**src/rtl/wiper_pkg.sv**
```systemverilog
// Shared types for the wiper counter.
// It assumes the users take the source names from here and nothing else.
package wiper_pkg;
    // Selects which source writes the position register in the current cycle.
    typedef enum logic [2:0] {
        SRC_HOLD = 3'd0,
        SRC_INIT = 3'd1,
        SRC_SER  = 3'd2,
        SRC_PAR  = 3'd3,
        SRC_INC  = 3'd4,
        SRC_DEC  = 3'd5
    } wiper_src_e;
endpackage

```
**src/rtl/wiper_arb.sv**
```systemverilog
// Fixed-priority choice among the requests that update the position.
// Order: reset reload, direct write, copy from a stored setting, step.
// It assumes each request is a level that is sampled once per clock.
module wiper_arb
    import wiper_pkg::*;
(
    input  logic       init_pend,
    input  logic       ser_load,
    input  logic       par_load,
    input  logic       step_en,
    input  logic       step_up,
    output wiper_src_e src
);
    // Picks the winning source for this cycle.
    always_comb begin
        if (init_pend)     src = SRC_INIT;
        else if (ser_load) src = SRC_SER;
        else if (par_load) src = SRC_PAR;
        else if (step_en)  src = step_up ? SRC_INC : SRC_DEC;
        else               src = SRC_HOLD;
    end
endmodule

```
**src/rtl/wiper_next.sv**
```systemverilog
// Works out the next position from the chosen source.
// A step stops at either end of the range and does not wrap.
// It assumes dr_bank packs setting i at bits [i*POS_W +: POS_W].
module wiper_next
    import wiper_pkg::*;
#(
    parameter int POS_W  = 6,
    parameter int NUM_DR = 4,
    localparam int SEL_W = (NUM_DR > 1) ? $clog2(NUM_DR) : 1
) (
    input  wiper_src_e                src,
    input  logic [POS_W-1:0]          cur,
    input  logic [NUM_DR*POS_W-1:0]   dr_bank,
    input  logic [POS_W-1:0]          ser_val,
    input  logic [SEL_W-1:0]          par_sel,
    output logic [POS_W-1:0]          nxt
);
    localparam logic [POS_W-1:0] TOP = {POS_W{1'b1}};

    logic [POS_W-1:0] par_val;

    // Takes the selected stored setting out of the flat bank.
    always_comb par_val = dr_bank[par_sel*POS_W +: POS_W];

    // Builds the next value; a step clamps at either end.
    always_comb begin
        unique case (src)
            SRC_INIT: nxt = dr_bank[POS_W-1:0];
            SRC_SER:  nxt = ser_val;
            SRC_PAR:  nxt = par_val;
            SRC_INC:  nxt = (cur == TOP)       ? cur : cur + 1'b1;
            SRC_DEC:  nxt = (cur == '0)        ? cur : cur - 1'b1;
            default:  nxt = cur;
        endcase
    end
endmodule

```
**src/rtl/wiper_decode.sv**
```systemverilog
// Turns the position into one-hot tap enables: bit i is set when pos == i.
// It assumes 2**POS_W taps, so every position value has its own tap.
module wiper_decode #(
    parameter int  POS_W = 6,
    localparam int TAPS  = 1 << POS_W
) (
    input  logic [POS_W-1:0] pos,
    output logic [TAPS-1:0]  tap_en
);
    // One compare per tap; only one position value can match.
    for (genvar gi = 0; gi < TAPS; gi++) begin : g_tap
        assign tap_en[gi] = (pos == POS_W'(gi));
    end
endmodule

```
**src/rtl/wiper_ctr_top.sv**
```systemverilog
// Wiper position register with reload after reset, direct and copy loads,
// clamped steps, a one-hot tap decode and a zero-padded readback byte.
// It assumes rst_n is synchronous. While it is low the position is 0;
// setting 0 is reloaded at the first edge after rst_n goes high.
module wiper_ctr_top #(
    parameter int  POS_W  = 6,
    parameter int  NUM_DR = 4,
    localparam int TAPS   = 1 << POS_W,
    localparam int SEL_W  = (NUM_DR > 1) ? $clog2(NUM_DR) : 1
) (
    input  logic                      clk,
    input  logic                      rst_n,
    input  logic [NUM_DR*POS_W-1:0]   dr_bank,
    input  logic                      ser_load,
    input  logic [POS_W-1:0]          ser_val,
    input  logic                      par_load,
    input  logic [SEL_W-1:0]          par_sel,
    input  logic                      step_en,
    input  logic                      step_up,
    output logic [POS_W-1:0]          pos,
    output logic [TAPS-1:0]           tap_en,
    output logic [POS_W+1:0]          rd_byte
);
    import wiper_pkg::*;

    logic             init_pend;
    wiper_src_e       src;
    logic [POS_W-1:0] nxt;

    wiper_arb u_arb (
        .init_pend (init_pend),
        .ser_load  (ser_load),
        .par_load  (par_load),
        .step_en   (step_en),
        .step_up   (step_up),
        .src       (src)
    );

    wiper_next #(.POS_W(POS_W), .NUM_DR(NUM_DR)) u_next (
        .src     (src),
        .cur     (pos),
        .dr_bank (dr_bank),
        .ser_val (ser_val),
        .par_sel (par_sel),
        .nxt     (nxt)
    );

    // Position register plus the flag that marks the reload still to come.
    always_ff @(posedge clk) begin
        if (!rst_n) begin
            pos       <= '0;
            init_pend <= 1'b1;
        end else begin
            pos       <= nxt;
            init_pend <= 1'b0;
        end
    end

    wiper_decode #(.POS_W(POS_W)) u_dec (
        .pos    (pos),
        .tap_en (tap_en)
    );

    // Readback byte: two zero bits, then the position.
    always_comb rd_byte = {2'b00, pos};
endmodule

```
**config.mk**
```make
export PLATFORM = sky130hd
export DESIGN_NAME = wiper_ctr_top
export DESIGN_NICKNAME = d
export VERILOG_FILES = /design/src/rtl/wiper_pkg.sv /design/src/rtl/wiper_arb.sv /design/src/rtl/wiper_next.sv /design/src/rtl/wiper_decode.sv /design/src/rtl/wiper_ctr_top.sv
export SDC_FILE = /design/constraint.sdc
export NUM_CORES = 1
export LEC_CHECK = 0
export ABC_AREA = 1
export BUFFER_PORTS_ARGS = -buffer_cell sky130_fd_sc_hd__buf_4
export CORE_ASPECT_RATIO = 1.75
export CORE_MARGIN = 1
export CORE_UTILIZATION = 40
export CTS_BUF_LIST = sky130_fd_sc_hd__clkbuf_8
export DETAILED_ROUTE_END_ITERATION = 10
export HOLD_SLACK_MARGIN = 0.02
export PLACE_DENSITY = 0.81
export SLEW_MARGIN = 20
export SYNTH_ARGS = -nofsm -noshare
export SYNTH_HDL_FRONTEND = slang
export SYNTH_SLANG_ARGS = --single-unit
```
**constraint.sdc**
```tcl
create_clock -name clk -period 4.55 [get_ports clk]
set_input_delay 0.455 -clock clk [delete_from_list [all_inputs] [get_ports clk]]
set_output_delay 0.455 -clock clk [all_outputs]
set_load 0.02 [all_outputs]
```
---- After elaboration in Yosys (flattened, before gate mapping) ----
Cells that the tools add are included.
Widths: inputs -> output; s select.
cells by class
  $add $sub $neg .......................... 2
  multiply operators ...................... 1
  multiplexer cells ....................... 9
  shift operators ......................... 1
  equality and inequality tests ........... 70
  reduce and logical (&&, ||, !) cells .... 3
operator list
  kind                 number
  $eq 6x6->1 const B   32
  $eq 6x5->1 const B   16
  $eq 6x4->1 const B   8
  $pmux 6 s5           1
  $eq 6x3->1 const B   4
  $shiftx 24x6->6      1
  $eq 6x2->1 const B   2
  $mux 3               4
  $mux 6               2
  $add 6x1->6 const B  1
  $eq 3x2->1 const B   2
  $eq 3x3->1 const B   2
  $eq 6x1->1 const B   1
  $logic_not 6->1      1
  $sub 6x1->6 const B  1
  $reduce_bool 5->1    1
  $mul 2x2->4 const B  1
  $ne 2x2->1 const B   2
  $eq 3x1->1 const B   1
  $reduce_and 3->1     1
  $mux 1               2
storage, ports and cells
  output and inout bits ................... 78
  bits of input ports ..................... 38
  register bits ........................... 7
  logic and storage cells ................. 88

---- Depth between registers and ports, before layout ----
  depth in word-level cells ............... 8
  gate-level depth with buffers ........... 11
  depth with buffers taken out ............ 10

---- By module ----
Synthesis repeated with hierarchy kept, for this count alone.
second synthesis, totals
  cell total of the unflattened synthesis .. 316
  area total of the unflattened synthesis .. 1520.2 µm²
modules (own cells, without submodules)
  module         instances  cells each  area each (µm²)  seq. area each (µm²)
  wiper_next     1          172         810.8            0.0
  wiper_decode   1          104         412.9            0.0
  wiper_ctr_top  1          29          252.7            140.1
  wiper_arb      1          11          43.8             0.0

---- Worst setup path after synthesis ----
Ideal clock, no wire load.
  path type ............................... register -> output
  from .................................... reg pos[1]
  to ...................................... out tap_en[23]
  required time ........................... 4.095 ns
  data arrival time ....................... 1.376 ns
  cell stages (with the launch flop) ...... 6
  path slack .............................. 2.719 ns
  path buffers ............................ 0
  cells stage by stage .................... dfxtp_1 ha_1 nand2_1 inv_1 nand2_1 nor2_1
between the ends
  longest elaborated chain between the ends .. 1
ends and longest elaborated chain
  element                   RTL line             source
  start: declaration        wiper_ctr_top.sv:20  output logic [POS_W-1:0] pos,
  start signal: assignment  wiper_ctr_top.sv:54  pos <= nxt;
  $eq 6x5->1                wiper_decode.sv:12   assign tap_en[gi] = (pos == POS_W'(gi));
  end: declaration          wiper_ctr_top.sv:21  output logic [TAPS-1:0] tap_en,
Every way passes these cells.

---- Worst setup path after layout ----
Same ends and word-level chain as after synthesis.

==> flow_metrics.py <==
metrics = {
    "global_route": {
        "overflow": 0,
        "grt_antenna_before_repair": 0,
        "grt_pass1_vias": 2063,
        "grt.total_usage_pct": 25.8,
        "grt_max_degree": 18,
        "grt_pass1_wl_mm": 8.65,
    },
    "logic_synthesis": {
        "yosysTopAreaCellShare_pct": 23.7,
        "ys_ff_latch": 7,
        "synthArstFlopShare_pct": 0,
        "synth-edff-count": 0,
        "ys_types": 25,
        "synth_area_per_cell_sq_um": 5.16,
        "synth_area_sq_mm": 0.00154,
        "synth_ff_type": "dfxtp_1",
        "syn_inst": 298,
        "synthTopCellsByArea": "nor2_1 (24%), nand2_1 (17%), dfxtp_1 (9.1%), nand3_1 (8.1%), inv_1 (5.9%)",
        "synth_area_leader_cell": "nor2_1",
        "seq_area_frac_synth_pct": 9.12,
        "yosysWarnings": 0,
    },
    "cells_and_area": {
        "final_nets": 441,
        "layout_common_cells": "buf_4 (113), nor2_1 (97), nand2_1 (69)",
        "mostFrequentLayoutCell": "buf_4",
        "area_growth_pct": 54.0,
        "design_area_sq_mm": 0.00237,
        "drive_gt1_share_pct": 35.8,
        "antenna_cells": 0,
    },
    "routing": {
        "ant_nets": 0,
        "post_drt_wl_per_cell_um": 11.4,
        "drt-initial-drc-count": 56,
        "drt-total-wl_mm": 5.06,
        "num_vias": 2135,
        "drt_pass1_iterations": 4,
        "drc_errors": 0,
        "via_per_inst": 4.82,
    },
    "timing": {
        "final-setup-viol-count": 0,
        "post-route-period-util_pct": 47.7,
        "hold_viol": 0,
        "tns_ns": 0,
        "fmax_mhz": 461,
        "slew_viol_final": 0,
        "rsz0062_at_grt": "no",
        "fin_crit_ns": 2.17,
        "slew_headroom_pct": 62.2,
        "worst_pin_slew_ns": 0.567,
        "fin_worst_skew_ns": 0.00267,
    },
    "critical_path": {
        "worstPathArrival_ns": 1.72,
        "required_ns": 4.09,
        "endpoint_kind": "output port",
        "start_kind": "flop",
        "worst-path-max-fanout": 8,
        "crit_type": "flop to output port",
    },
    "place": {
        "port_buffers": 113,
        "place_congestion": 0.917,
        "placed_cell_area_sq_mm": 0.00232,
        "place_hpwl_mm": 4.22,
    },
    "die": {
        "io_pins": 116,
        "rows": 29,
        "fp.dieW_um": 48.9,
        "die_y_um": 84.0,
        "core_sq_mm": 0.00366,
        "die_area_sq_mm": 0.00410,
        "start_util_pct": 41.9,
    },
    "outcome": {
        "status": "complete, no violations",
    },
    "clock_tree": {
        "cts_setup_buffers": 0,
        "cts_made_buffers": 3,
        "cts_buffer_depth": 2,
        "clock-root-buffer": "clkbuf_8",
        "numClockSinks": 7,
        "hold_buffers": 0,
        "clkTransAtPathRegs_ns": 0.04,
        "worstSkewPairLatency_ns": 0.23,
        "h-tree-depth": 1,
        "post_cts_resized": 0,
        "cts_tree": "built",
    },
    "power_and_ir_drop": {
        "p_leak_nw": 1.30,
        "power_density_mw_per_mm2": 159,
        "vdd_drop_max_mv": 0.141,
    },
    "hold_path": {
        "hold_path.class": "input port to flop",
    },
    "flow_run": {
        "maxCapViolCount": 0,
    },
}
[where the power goes]
group	switching (W)	internal (W)	leakage (nW)
clock network	0.0000296	0.0000585	0.0269
logic	0.000125	0.0000798	1.21
registers	0.0000166	0.0000670	0.0581
[metrics by stage]
stage / util, % / cells / total power, W / setup WS, ns / hold WS, ns
CTS: 64.6 / 443 / 0.000377 / 2.38 / 0.467
floorplan: - / 299 / 0.000222 / 2.72 / 0.599
global placement: 63.3 / 439 / 0.000287 / 2.70 / 0.575
detailed placement: 63.3 / 439 / 0.000289 / 2.63 / 0.575
global route: 64.6 / 443 / 0.000405 / 2.22 / 0.488
finish: 64.6 / 443 / 0.000376 / 2.38 / 0.467
[logic make-up (layout without fill, tap and decap cells)]
family	after synthesis	after routing	share of synthesized area [%]
compound gates	21	21	7.33
fa+ha+maj	5	5	4.07
buf+inv	47	145	15.0
flops	7	7	9.12
other cells	1	2	0.244
simple gates	217	217	64.3
[synthesized netlist by cell type, types with 3 or more instances]
master    count
nand2_4       3
inv_2         4
nand3_1      25
nand2_2       4
inv_1        24
nand4_1       4
nor2_2        4
dfxtp_1       7
nor2_4        7
nand2_1      69
a21oi_1       9
buf_4         9
o21ai_0       9
nor2_1       97
ha_1          5
buf_2         4
clkbuf_1      4
[flip-flops by register name (all words and copies together) (netlist names)]
name	count
init_pend	1
pos	6
[final cells by class]
cell class / instances / area, sq um
fillers: 375 / 1300
multi-input cells: 245 / 1170
repair buffers: 113 / 848
flip-flops and latches: 7 / 140
inverters: 28 / 105
well taps: 46 / 57.6
clock buffers: 3 / 41.3
clock inverters: 1 / 3.75
[final timing paths]
kind,from,to,slack (ns),depth (start not counted)
max,pos[1]$_SDFFE_PN0P_,tap_en[23],2.38,6
min,rst_n,init_pend$_DFF_P_,0.47,2
max reg2reg,pos[0]$_SDFFE_PN0P_,pos[2]$_SDFFE_PN0P_,2.71,9
min reg2reg,pos[0]$_SDFFE_PN0P_,pos[0]$_SDFFE_PN0P_,0.59,2
[per-layer routing]
metal,vias up,GRT usage (%),share of wire (%)
met2,103,53.3,57
li1,1107,-,-
met1,911,23.3,35
met5,-,0,0
met3,14,3.10,5.8
met4,0,12.0,2.5
[worst max-delay path: stages (launching register included)]
cell and delay, ns:
dfxtp_1 0.49, ha_1 0.41, nand2_1 0.10, inv_1 0.10, nand2_1 0.11, nor2_1 0.11, buf_4 0.16
No activity file was read; power rests on OpenSTA's default activity.
